$ cat src/rtl/irq_ack_pkg.sv
package irq_ack_pkg;
  localparam int ID_W        = 10;
  localparam int PRIO_W      = 8;
  localparam int BP_W        = 3;
  localparam int SRC_LSB     = 10;
  localparam int SPURIOUS_ID = 1023;
  localparam int MAX_IRQ     = 1020;
endpackage

$ cat src/rtl/irq_ack_grpprio.sv
module irq_ack_grpprio #(
  parameter int PRIO_W  = 8,
  parameter int BP_W    = 3,
  parameter int MIN_BPR = 0,
  parameter int LVL_W   = PRIO_W - 1 - MIN_BPR
) (
  input  logic [PRIO_W-1:0] prio,
  input  logic [BP_W-1:0]   bpr,
  input  logic [BP_W-1:0]   abpr,
  input  logic              cbpr,
  input  logic              grp_en,
  input  logic              grp1,
  output logic [PRIO_W-1:0] gprio,
  output logic              use_g1,
  output logic [LVL_W-1:0]  level
);
  localparam int SH_W = BP_W + 1;

  logic [BP_W-1:0] bsel;
  logic [SH_W-1:0] shamt;
  logic [PRIO_W:0] wide;
  logic [PRIO_W-1:0] shifted;

  always_comb begin
    use_g1  = grp_en & grp1;
    bsel    = (use_g1 && !cbpr) ? (abpr - BP_W'(1)) : bpr;
    shamt   = {1'b0, bsel} + SH_W'(1);
    wide    = {(PRIO_W+1){1'b1}} << shamt;
    gprio   = prio & wide[PRIO_W-1:0];
    shifted = gprio >> (MIN_BPR + 1);
    level   = shifted[LVL_W-1:0];
  end
endmodule

$ cat src/rtl/irq_ack_sgi_src.sv
module irq_ack_sgi_src #(
  parameter int NUM_SGI = 16,
  parameter int NUM_SRC = 8,
  parameter int SGI_W   = $clog2(NUM_SGI),
  parameter int SRC_W   = $clog2(NUM_SRC)
) (
  input  logic               clk,
  input  logic               rst,
  input  logic               set_v,
  input  logic [SGI_W-1:0]   set_id,
  input  logic [SRC_W-1:0]   set_src,
  input  logic               take_v,
  input  logic [SGI_W-1:0]   take_id,
  output logic [SRC_W-1:0]   src,
  output logic               last,
  output logic [NUM_SGI-1:0] pending
);
  logic [NUM_SRC-1:0] map_q [NUM_SGI];
  logic [NUM_SRC-1:0] sel;

  for (genvar g = 0; g < NUM_SGI; g++) begin : g_sgi
    always_ff @(posedge clk) begin
      if (rst) begin
        map_q[g] <= '0;
      end else begin
        if (take_v && take_id == SGI_W'(g)) map_q[g][src] <= 1'b0;
        if (set_v && set_id == SGI_W'(g))   map_q[g][set_src] <= 1'b1;
      end
    end
    assign pending[g] = |map_q[g];
  end

  always_comb begin
    sel = map_q[take_id];
    src = '0;
    for (int i = NUM_SRC - 1; i >= 0; i--) begin
      if (sel[i]) src = SRC_W'(i);
    end
    last = ((sel & ~(NUM_SRC'(1) << src)) == '0);
  end

  AST_SGI_TAKE_CLEARS: assert property (@(posedge clk) disable iff (rst)
    (take_v && !(set_v && set_id == take_id && set_src == src))
      |=> !map_q[$past(take_id)][$past(src)]);

  AST_SGI_SET_HOLDS: assert property (@(posedge clk) disable iff (rst)
    set_v |=> pending[$past(set_id)]);
endmodule

$ cat src/rtl/irq_ack_apr.sv
module irq_ack_apr #(
  parameter int LEVELS = 128,
  parameter int APR_W  = 32,
  parameter int LVL_W  = $clog2(LEVELS)
) (
  input  logic              clk,
  input  logic              rst,
  input  logic              set_v,
  input  logic              set_g1,
  input  logic [LVL_W-1:0]  level,
  output logic [LEVELS-1:0] apr_g0,
  output logic [LEVELS-1:0] apr_g1
);
  localparam int NREG  = LEVELS / APR_W;
  localparam int BIT_W = $clog2(APR_W);
  localparam int REG_W = LVL_W - BIT_W;

  logic [APR_W-1:0] bank_q [2][NREG];
  logic [REG_W-1:0] reg_idx;
  logic [BIT_W-1:0] bit_idx;

  assign reg_idx = level[LVL_W-1:BIT_W];
  assign bit_idx = level[BIT_W-1:0];

  for (genvar grp = 0; grp < 2; grp++) begin : g_grp
    for (genvar r = 0; r < NREG; r++) begin : g_reg
      always_ff @(posedge clk) begin
        if (rst) begin
          bank_q[grp][r] <= '0;
        end else if (set_v && (set_g1 == (grp == 1)) && reg_idx == REG_W'(r)) begin
          bank_q[grp][r][bit_idx] <= 1'b1;
        end
      end
      if (grp == 0) begin : g_o0
        assign apr_g0[r*APR_W +: APR_W] = bank_q[grp][r];
      end else begin : g_o1
        assign apr_g1[r*APR_W +: APR_W] = bank_q[grp][r];
      end
    end
  end

  AST_APR_STICKY: assert property (@(posedge clk) disable iff (rst)
    ((apr_g0 & $past(apr_g0)) == $past(apr_g0)) &&
    ((apr_g1 & $past(apr_g1)) == $past(apr_g1)));

  AST_APR_ONE_NEW: assert property (@(posedge clk) disable iff (rst)
    $countones({apr_g0, apr_g1} ^ $past({apr_g0, apr_g1})) <= 1);

  AST_APR_QUIET: assert property (@(posedge clk) disable iff (rst)
    !set_v |=> ($stable(apr_g0) && $stable(apr_g1)));
endmodule

$ cat src/rtl/irq_ack_unit.sv
module irq_ack_unit
  import irq_ack_pkg::*;
#(
  parameter int NUM_SGI = 16,
  parameter int NUM_SRC = 8,
  parameter int MIN_BPR = 0,
  parameter int APR_W   = 32,
  parameter int SGI_W   = $clog2(NUM_SGI),
  parameter int SRC_W   = $clog2(NUM_SRC),
  parameter int LVL_W   = PRIO_W - 1 - MIN_BPR,
  parameter int LEVELS  = 1 << LVL_W,
  parameter int ACK_W   = SRC_LSB + SRC_W
) (
  input  logic               clk,
  input  logic               rst,
  input  logic               ack_rd,
  input  logic [ID_W-1:0]    pend_id,
  input  logic [PRIO_W-1:0]  pend_prio,
  input  logic               pend_grp1,
  input  logic               grp_en,
  input  logic               cbpr,
  input  logic [BP_W-1:0]    bpr,
  input  logic [BP_W-1:0]    abpr,
  input  logic               rp_load,
  input  logic [PRIO_W-1:0]  rp_value,
  input  logic               sgi_raise,
  input  logic [SGI_W-1:0]   sgi_raise_id,
  input  logic [SRC_W-1:0]   sgi_raise_src,
  output logic               ack_valid,
  output logic [ACK_W-1:0]   ack_data,
  output logic               act_valid,
  output logic [ID_W-1:0]    act_id,
  output logic               pend_clr,
  output logic [ID_W-1:0]    pend_clr_id,
  output logic [PRIO_W-1:0]  running_prio,
  output logic [NUM_SGI-1:0] sgi_pending,
  output logic [LEVELS-1:0]  apr_g0,
  output logic [LEVELS-1:0]  apr_g1
);
  logic [PRIO_W-1:0] gprio;
  logic              use_g1;
  logic [LVL_W-1:0]  level;
  logic              id_ok, may_preempt, is_sgi, activate, take_sgi;
  logic [SRC_W-1:0]  sgi_src;
  logic              sgi_last;
  logic [ACK_W-1:0]  word;

  irq_ack_grpprio #(.PRIO_W(PRIO_W), .BP_W(BP_W), .MIN_BPR(MIN_BPR), .LVL_W(LVL_W)) u_grp (
    .prio(pend_prio), .bpr(bpr), .abpr(abpr), .cbpr(cbpr), .grp_en(grp_en),
    .grp1(pend_grp1), .gprio(gprio), .use_g1(use_g1), .level(level)
  );

  always_comb begin
    id_ok       = (pend_id < ID_W'(MAX_IRQ));
    may_preempt = (pend_prio < running_prio);
    is_sgi      = (pend_id < ID_W'(NUM_SGI));
    activate    = ack_rd && id_ok && may_preempt;
    take_sgi    = activate && is_sgi;
    if (!id_ok)             word = ACK_W'(pend_id);
    else if (!may_preempt)  word = ACK_W'(SPURIOUS_ID);
    else if (is_sgi)        word = ACK_W'(pend_id) | (ACK_W'(sgi_src) << SRC_LSB);
    else                    word = ACK_W'(pend_id);
  end

  irq_ack_sgi_src #(.NUM_SGI(NUM_SGI), .NUM_SRC(NUM_SRC), .SGI_W(SGI_W), .SRC_W(SRC_W)) u_sgi (
    .clk(clk), .rst(rst), .set_v(sgi_raise), .set_id(sgi_raise_id), .set_src(sgi_raise_src),
    .take_v(take_sgi), .take_id(pend_id[SGI_W-1:0]), .src(sgi_src), .last(sgi_last),
    .pending(sgi_pending)
  );

  irq_ack_apr #(.LEVELS(LEVELS), .APR_W(APR_W), .LVL_W(LVL_W)) u_apr (
    .clk(clk), .rst(rst), .set_v(activate), .set_g1(use_g1), .level(level),
    .apr_g0(apr_g0), .apr_g1(apr_g1)
  );

  always_ff @(posedge clk) begin
    if (rst) begin
      ack_valid    <= 1'b0;
      ack_data     <= '0;
      act_valid    <= 1'b0;
      act_id       <= '0;
      pend_clr     <= 1'b0;
      pend_clr_id  <= '0;
      running_prio <= '1;
    end else begin
      ack_valid <= ack_rd;
      if (ack_rd) ack_data <= word;
      act_valid <= activate;
      if (activate) act_id <= pend_id;
      pend_clr <= activate && (!is_sgi || sgi_last);
      if (activate) pend_clr_id <= pend_id;
      if (activate)     running_prio <= gprio;
      else if (rp_load) running_prio <= rp_value;
    end
  end

  AST_ACK_ONE_CYCLE: assert property (@(posedge clk) disable iff (rst)
    ack_rd |=> ack_valid);
  AST_ACK_IDLE: assert property (@(posedge clk) disable iff (rst)
    !ack_rd |=> !ack_valid);
  AST_SPUR_NO_ACT: assert property (@(posedge clk) disable iff (rst)
    (ack_valid && ack_data == ACK_W'(SPURIOUS_ID)) |-> !act_valid);
  AST_RP_DROPS: assert property (@(posedge clk) disable iff (rst)
    act_valid |-> (running_prio < $past(running_prio)));
  AST_CLR_NEEDS_ACT: assert property (@(posedge clk) disable iff (rst)
    pend_clr |-> act_valid);
  AST_BAD_ID_IDLE: assert property (@(posedge clk) disable iff (rst)
    (ack_rd && !id_ok) |=> !act_valid);
endmodule

$ cat config.mk
export PLATFORM = sky130hd
export DESIGN_NAME = irq_ack_unit
export DESIGN_NICKNAME = d
export VERILOG_FILES = /design/src/rtl/irq_ack_pkg.sv /design/src/rtl/irq_ack_grpprio.sv /design/src/rtl/irq_ack_sgi_src.sv /design/src/rtl/irq_ack_apr.sv /design/src/rtl/irq_ack_unit.sv
export SDC_FILE = /design/constraint.sdc
export NUM_CORES = 1
export LEC_CHECK = 0
export BUFFER_PORTS_ARGS = -buffer_cell sky130_fd_sc_hd__buf_2
export CELL_PAD_IN_SITES_DETAIL_PLACEMENT = 1
export CELL_PAD_IN_SITES_GLOBAL_PLACEMENT = 1
export CORE_MARGIN = 2
export CORE_UTILIZATION = 30
export CTS_CLUSTER_DIAMETER = 100
export DETAILED_ROUTE_END_ITERATION = 8
export PLACE_DENSITY_LB_ADDON = 0.1
export SYNTH_ARGS = -nofsm -noshare
export SYNTH_HDL_FRONTEND = slang
export SYNTH_HIERARCHICAL = 1
export SYNTH_SLANG_ARGS = --single-unit
$ cat constraint.sdc
create_clock -name clk -period 3.5 [get_ports clk]
set_clock_uncertainty 0.05 [all_clocks]
set_input_delay 0.35 -clock clk [delete_from_list [all_inputs] [get_ports clk]]
set_output_delay 0.35 -clock clk [all_outputs]
set_load 0.005 [all_outputs]
# Word level (Yosys, flattened, before mapping)
# Memories as Yosys holds them, arrays and structs flattened.
# Index checks and enable logic that the tools add are counted.
[totals]
n_memories = 2
word_cells = 1300
reg_bits = 34
ram_bits = 384
in_bits = 47
output_inout_bits = 316
[memory_table]
columns = ["memory", "depth", "word_bits", "read_ports", "rd_clocked_by_memory_dff", "write_ports", "line", "rtl"]
rows = [
  ["u_apr.bank_q", 2, 128, 2, 0, 2, "irq_ack_apr.sv:18", "logic [APR_W-1:0] bank_q [2][NREG];"],
  ["u_sgi.map_q", 16, 8, 17, 0, 16, "irq_ack_sgi_src.sv:18", "logic [NUM_SRC-1:0] map_q [NUM_SGI];"],
]
[classes]
n_shift = 2
eq_ne = 33
bitwise_logic = 518
n_mux = 654
n_lt_le_gt_ge = 9
reduce_logical = 74
n_addsub = 2
[op_table]
columns = ["op", "count"]
rows = [
  ["$mux 1", 597],
  ["$or 1x1->1", 512],
  ["$mux 8", 34],
  ["$mux 32", 8],
  ["$reduce_or 8->1", 16],
  ["$eq 4x4->1 const B", 16],
  ["$logic_and 1x1->1", 50],
  ["$mux 13", 3],
  ["$eq 4x3->1 const B", 8],
  ["$mux 3", 9],
  ["$and 8x8->8", 2],
  ["$eq 4x2->1 const B", 4],
  ["$or 10x13->13", 1],
  ["$lt 10x10->1 const B", 1],
  ["$lt 10x5->1 const B", 1],
  ["$shl 9x4->8 const A", 1],
  ["$eq 4x1->1 const B", 2],
  ["$logic_not 4->1", 2],
  ["$logic_not 8->1", 1],
  ["$lt 3x4->1 const B", 2],
  ["$lt 8x8->1", 1],
  ["$not 8->8", 1],
  ["$shl 1x3->8 const A", 1],
  ["$demux 1 s3", 2],
  ["14 further kinds", 17],
]

# Depth between registers and ports, before layout
# Gate-level depths: netlist of run 1.
# An unclocked memory read counts as a cell.
[depth]
depth_word = 16
depth_mapped = 16
ltp_nobuf = 13

# Cells and area by module
# The synthesis of run 1 kept the hierarchy.
[modules_own_cells]
columns = ["module", "n_inst", "cells_per_inst", "seq_area_each_um2", "area_each_um2"]
rows = [
  ["irq_ack_apr", 1, 1028, 7367.1, 12401.9],
  ["irq_ack_sgi_src", 1, 687, 3843.7, 7465.9],
  ["irq_ack_unit", 1, 190, 680.7, 1642.8],
  ["irq_ack_grpprio", 1, 42, 0.0, 315.3],
]

# Least setup slack after synthesis of run 1
# OpenSTA, ideal clock, no wires.
[synth_timing]
path_type = "input to register"
start = "in abpr[0]"
end = "mem u_apr/bank_q[0][105] (netlist name) (enable)"
required_ns = 3.116
path_stages = 16
t_arrival_ns = 2.850
setup_ns = 0.334
path_slack_ns = 0.266
path_buffers = 4
cell_sequence = "inv_1 -> ha_1 -> nor2_1 -> a21oi_1 -> inv_1 -> ha_1 -> inv_1 -> a31oi_1 -> o2bb2ai_2 -> nor3b_2 -> buf_4 -> buf_2 -> or3b_1 -> clkbuf_1 -> buf_2 -> o41ai_1"
[synth_lines]
columns = ["item", "line", "rtl"]
rows = [
  ["from (decl)", "irq_ack_unit.sv:23", "input logic [BP_W-1:0] abpr,"],
  ["to (decl)", "irq_ack_apr.sv:18", ""],
]

==> results.md, run 1 <==
- Ys async rst share: 0
- Synth Flop Type: edfxtp_1
- Area of the multi-input gates: 0.00856 mm2
- Final hold vios: 0
- Cell row count: 98
- Seq/Total Area, Yosys: 0.545
- P_leak: 9.59 nW
- # Max-Cap Violations: 0
- Final Cell Area: 0.0268 mm2
- CP required: 3.72 ns
- CTS Sinks: 418
- Post-synth EDFFs: 352
- Worst Setup Path Type: reg -> reg
- Vias: 18342
- Final period utilization: 0.952
- N_diodes: 0
- Worst-margin pin slew: 1.10 ns
- GRT overflow: 0
- WL/cell: 25.7 um
- Vias per cell: 5.76
- Remaining DRCs: 0
- Number of H-tree levels: 2
- Initial Util: 0.304
- Maximum clock frequency: 300 MHz
- Die W: 274 um
- Die H: 274 um
- Clk root buf: clkbuf_16
- Max stage delay cell, worst path: o41ai_1
- Most frequent cells in the layout: buf_2 (361), edfxtp_1 (352), nor4_1 (255)
- RSZ-0062 raised after global routing: true
- GRT Util Overall: 0.213
- Nets: 2251
- Most common cell after layout, fill and taps aside: buf_2
- Syn avg cell area: 11.2 um2
- Post-synth top area share: 0.484
- Min Clock Period, post-route: 3.33 ns
- Hold Path Class: in -> reg
- Die area: 0.0749 mm2
- Post-synth top area cell: edfxtp_1
- Netlist cell types: 65
- Post-route ant nets: 0
- Largest net degree at the start of global routing: 129
- Setup tns final: 0 ns
- Crit path DAT: 3.55 ns
- Layout cells sized above 1: 0.297
- Synth top area cells: edfxtp_1 (48%), o41ai_1 (10%), nor4_1 (7.3%), dfxtp_1 (6.1%), clkbuf_1 (3.9%)
- DP Area: 0.0250 mm2
- Worst vdd ir: 0.000338 V
- Syn. warnings: 6
- Cts bufs inserted: 53
- Startpoint types: register
- Post-Syn Instances: 1947
- Setup violators final: 0
- Buffer depth of the longest clock path: 3
- Drt total wl: 81900 um
- CTS clk-pin slew, worst paths: 0.06 ns
- Run status: finished, final reports clean
- Initial antenna violation count: 1
- Crit Path Max Fanout: 104
- Syn Nets: 2004
- Vias in the first global route: 18194
- CP Capture Type: register
- DR iter-0 viols: 1393
- IO Count: 363
- Critical path cell sequence: inv_1, ha_1, a211o_1, a31oi_1, o211ai_1, or2_4, inv_2, buf_4, nand2_4, buf_12, o41ai_1
- Area Growth Syn to Fin: 22.7%
- Yosys reg bits: 418
- Port Buffers: 362
- CTS tree: done
- HPWL Detailed: 55100 um
- # fillers: 7869
- Final Slew Violations: 0
- Crit-path max cell delay: 0.48 ns
- Worst skew pair latency: 0.62 ns
- Power per cell area: 478 mW/mm2
- First-pass GRT wire length: 122000 um
- Core Box Area: 0.0717 mm2
- Slew headroom: 0.265
- FF/Latch Area: 0.0119 mm2
- Pre-antenna DRT Iters: 5
- Final Wtd Congestion: 0.875
- Mapped Area: 0.0218 mm2
-- worst max-delay path: cells and delay by family, from the launching register on --
family	cells	cell delay [ns]
fa+ha+maj	1	0.29
buf+inv	4	0.64
flops	1	0.35
compound gates	4	1.11
simple gates	2	0.46
-- path summary, 6_finish.rpt --
kind	from	to	slack, ns	depth (start not counted)
worst max-delay path	running_prio[2]	u_apr/bank_q[0][11]	0.17	11
worst min-delay path	pend_id[4]	ack_data[4]	0.1	3
worst max register to register	running_prio[2]	u_apr/bank_q[0][11]	0.17	11
worst min register to register	u_apr/bank_q[1][107]	u_apr/bank_q[1][107]	0.40	2
-- synth_stat cells, drive strengths merged (2+ instances only) --
library cell	n
a211o	97
a211oi	19
a21o	2
a21oi	5
a22oi	10
a311oi	2
a31oi	2
a32o	2
and2	7
and3	3
and4	4
buf	94
clkbuf	227
dfxtp	66
edfxtp	352
ha	10
inv	22
mux2i	9
mux4	32
nand2	74
nand2b	45
nand3	9
nand3b	8
nand4	5
nor2	212
nor2b	17
nor3	13
nor3b	2
nor4	257
o211ai	2
o21a	2
o21ai	37
o221ai	11
o31ai	4
o41ai	256
or2	3
or3	5
or3b	8
or4	3
-- metrics by stage --
stage / setup slack, ns / power (W) / cells / hold WS (ns) / utilization
6_report: 0.169 / 0.0128 / 3183 / 0.0962 / 0.373
5_1_grt: -0.00801 / 0.0133 / 3183 / 0.105 / 0.373
4_1_cts: 0.167 / 0.0130 / 3183 / 0.0682 / 0.373
3_5_place_dp: -0.0837 / 0.00771 / 3076 / 0.392 / 0.348
3_3_place_gp: -0.0565 / 0.00767 / 3076 / 0.385 / 0.348
2_1_floorplan: 0.266 / 0.00689 / 1947 / 0.399 / -
-- routing by layer --
layer	routed length (um)	vias to the layer above	global-route usage
li1	-	8324	-
met1	35100	9400	0.280
met2	40900	524	0.369
met3	4130	94	0.0297
met4	1810	0	0.0552
met5	0	-	0
-- final cells by class --
cell class	instances	area share
Clock inverter	26	0.00673
Tap cell	950	0.0444
Clock buffer	68	0.0535
Inverter	22	0.00327
Timing Repair Buffer	513	0.128
Multi-Input combinational cell	1186	0.320
Sequential cell	418	0.444
-- state kept, by name, summed over array words and instances, names as in the netlist --
| signal | flops |
|---|---|
| running_prio | 8 |
| pend_clr | 1 |
| u_sgi/map_q | 128 |
| ack_data | 13 |
| pend_clr_id | 10 |
| ack_valid | 1 |
| u_apr/bank_q | 256 |
| act_valid | 1 |
-- report_power, final --
group          internal (W)  switching, W  leakage, nW
registers           0.00561      0.000139         4.03
logic              0.000643       0.00123         4.75
clock network       0.00295       0.00224        0.798
total               0.00920       0.00360         9.59
-- what timing repair did --
item                                    4_1_cts  5_1_grt
setup buffers                                 0        0
endpoints found under the setup margin        0       23
endpoints found under the hold margin        16        0
resized for setup                             0        8
hold buffers                                 13        0
-- cells by family (layout without fill, tap and decap cells) --
group	Yosys count	count (layout)	synth area share
DFF	418	418	0.545
and+or+nand+nor	675	675	0.163
adders and majority gates	11	11	0.00619
muxes	41	41	0.0377
buffers and inverters	343	629	0.0679
AOI/OAI and AO/OA	457	457	0.179
xor gates and xnor gates	2	2	0.00115
No activity file was read; power rests on OpenSTA's default activity.
==> run 2: changes to the inputs <==
--- a/config.mk
+++ b/config.mk
@@ -9,7 +9,7 @@
 export CELL_PAD_IN_SITES_DETAIL_PLACEMENT = 1
 export CELL_PAD_IN_SITES_GLOBAL_PLACEMENT = 1
 export CORE_MARGIN = 2
-export CORE_UTILIZATION = 30
+export CORE_UTILIZATION = 45
 export CTS_CLUSTER_DIAMETER = 100
 export DETAILED_ROUTE_END_ITERATION = 8
 export PLACE_DENSITY_LB_ADDON = 0.1
==> run 2 against run 1 <==
Sequential power barely moved. Clock power fell by 8.9%. Die area fell by 33%. Utilization rose by 17 points. Non-clock buffer count fell by 29. Critical path type unchanged. Register-to-register slack got worse by 0.04 ns. Cell count fell by 12%. Sequential cell count did not move. Sequential share of layout area rose by 1.6 points. Critical path depth did not move.
==> results.md, run 2 (same netlist as run 1, synthesis figures left out) <==
- Run status: finished, final reports clean
- Switching power: 0.00335 W (-6.9%)
- Bufs and invs on worst path: 4 (unchanged)
- Worst-margin pin slew: 1.05 ns (-0.0515 ns)
- Most common cell after layout, fill and taps aside: buf_2
- HPWL Detailed: 49100 um (-11%)
- Setup violators final: 0 (unchanged)
- Largest regs: u_apr/bank_q x256, u_sgi/map_q x128, ack_data x13
- Area Growth Syn to Fin: 18.4%
- Max FFs per register: 256 (unchanged)
- Sequential power share: 0.468 (+0.019)
- Crit path DAT: 3.56 ns (about the same)
- Cts bufs inserted: 47 (-11%)
- Cell row count: 80 (-18%)
- Remaining DRCs: 0 (unchanged)
- CP startpoint: running_prio[2]
- # Max-Cap Violations: 0 (unchanged)
- CTS clk-pin slew, worst paths: 0.06 ns (about the same)
- Initial Util: 0.456 (+0.152)
- Startpoint types: register
- Vias: 18647 (+1.7%)
- Die area: 0.0503 mm2 (-33%)
- Clk root buf: clkbuf_16
- CTS Sinks: 418 (unchanged)
- Die W: 224 um (-18%)
- Largest net degree at the start of global routing: 157 (+22%)
- Nets: 2216 (-1.6%)
- GRT Util Overall: 0.290 (+0.0770)
- WL/cell: 26.6 um (+3.5%)
- Drt total wl: 74700 um (-8.8%)
- Reg with most FFs: u_apr/bank_q
- Worst Hold Launch: rp_value[3]
- DR iter-0 viols: 1800 (+29%)
- GRT overflow: 0 (unchanged)
- Crit-path max cell delay: 0.55 ns (+0.07 ns)
- Placement Setup Slack: -0.135 ns (-0.0512 ns)
- Reg2reg start: running_prio[2]
- Buffer depth of the longest clock path: 3 (unchanged)
- Pre-antenna DRT Iters: 5 (unchanged)
- Hold Path Class: in -> reg
- Final hold vios: 0 (unchanged)
- # fillers: 5002 (-36%)
- RSZ-0062 raised after global routing: false
- Final Slew Violations: 0 (unchanged)
- Worst Setup Path Type: reg -> reg
- CP required: 3.69 ns (-0.03 ns)
- Slew headroom: 0.299 (+0.0345)
- Metal-1 WL: 30200 um (-14%)
- Die H: 224 um (-18%)
- Max layer used: met4
- Top Family by Delay on Critical Path: compound AO/OA/AOI/OAI gates
- First-pass GRT wire length: 113000 um (-7.0%)
- WL met3: 4570 um (+11%)
- Number of H-tree levels: 2 (unchanged)
- Core Box Area: 0.0478 mm2 (-33%)
- Post-CTS setup buffer count: 0 (unchanged)
- Initial antenna violation count: 0 (-1)
- Overall Power: 0.0123 W (-4.2%)
- DR WL met2: 36200 um (-12%)
- Final Wtd Congestion: 0.930 (+6.3%)
- Crit Path Max Fanout: 156 (+50%)
- Final period utilization: 0.964 (+0.0122)
- Max stage delay cell, worst path: o41ai_1
- Worst skew pair latency: 0.58 ns (-0.04 ns)
- IO Count: 363 (unchanged)
- P_leak: 9.31 nW (-2.8%)
- Critical path cell sequence: inv_1, ha_1, a211o_1, a31oi_1, o211ai_1, or2_4, inv_2, buf_4, nand2_4, buf_12, o41ai_1
- Worst vdd ir: 0.000367 V (+8.4%)
- Total internal power: 0.00891 W (-3.2%)
- CTS tree: done
- Most frequent cells in the layout: buf_2 (361), edfxtp_1 (352), nor4_1 (254)
- Vias per cell: 6.65 (+15%)
- Clock power share: 0.385 (-0.020)
- Post-route ant nets: 0 (unchanged)
- Layout cells sized above 1: 0.287 (-0.0103)
- CP Capture Type: register
- Final setup margin: 0.126 ns (-0.0428 ns)
- Combinational share of power: 0.147 (about the same)
- Utilization after layout: 0.540 (+0.167)
- Switching share of total power: 0.274 (-0.00795)
- Port Buffers: 362 (unchanged)
- N_diodes: 0 (unchanged)
- Power per cell area: 475 mW/mm2 (-0.73%)
- Vias in the first global route: 18463 (+1.5%)
- Maximum clock frequency: 296 MHz (-1.3%)
- Min Clock Period, post-route: 3.37 ns (+0.0428 ns)
## run 2: metal layers
layer	GRT usage	vias up
met2	0.485	780
met3	0.0374	168
met4	0.140	0
li1	-	8270
met1	0.376	9429
met5	0	-
## run 2: per-stage QoR
| stage | hold WS [ns] | instances | setup TNS [ns] | cell area, um2 |
|---|---|---|---|---|
| 5_1_grt | 0.0168 | 2803 | 0 | 25800 |
| 2_1_floorplan | 0.399 | 1947 | 0 | 21800 |
| 3_3_place_gp | 0.386 | 2717 | 0 | 24300 |
| 4_1_cts | 0.00311 | 2803 | 0 | 25800 |
| 6_report | 0.0303 | 2803 | 0 | 25800 |
| 3_5_place_dp | 0.393 | 2717 | -1.20 | 24300 |
## run 2: tightest hold or removal path: cells and delay by family
kind / cells / cell delay [ns]
muxes: 1 / 0.12
buffers and inverters: 1 / 0.09
AOI/OAI and AO/OA: 1 / 0.06
## run 2: final cells by class
cell class	instances	area, um2	area share
multi-input cells	1186	8560	0.331
inverters	22	87.6	0.00339
clock inverters	16	138	0.00533
well taps	615	769	0.0298
clock buffers	62	1280	0.0496
repair buffers	484	3100	0.120
flip-flops and latches	418	11900	0.460
## run 2: power groups by stage
| stage | clock network [W] | registers (W) | logic [W] |
|---|---|---|---|
| 3_3_place_gp | 0 | 0.00583 | 0.00171 |
| 3_5_place_dp | 0 | 0.00584 | 0.00177 |
| 2_1_floorplan | 0 | 0.00579 | 0.00109 |
| 4_1_cts | 0.00481 | 0.00573 | 0.00178 |
| 6_report | 0.00473 | 0.00574 | 0.00180 |
| 5_1_grt | 0.00496 | 0.00575 | 0.00194 |
## run 2: worst paths after layout
kind,end,slack [ns],depth (start not counted)
min reg2reg,u_apr/bank_q[1][117],0.41,2
max,u_apr/bank_q[0][27],0.13,11
max reg2reg,u_apr/bank_q[0][27],0.13,11
min,running_prio[3],0.03,3
## run 2: what timing repair did
action / 4_1_cts / 5_1_grt
endpoints found under the hold margin: 8 / 0
hold buffers: 8 / 0
endpoints found under the setup margin: 0 / 10
resized for setup: 0 / 7
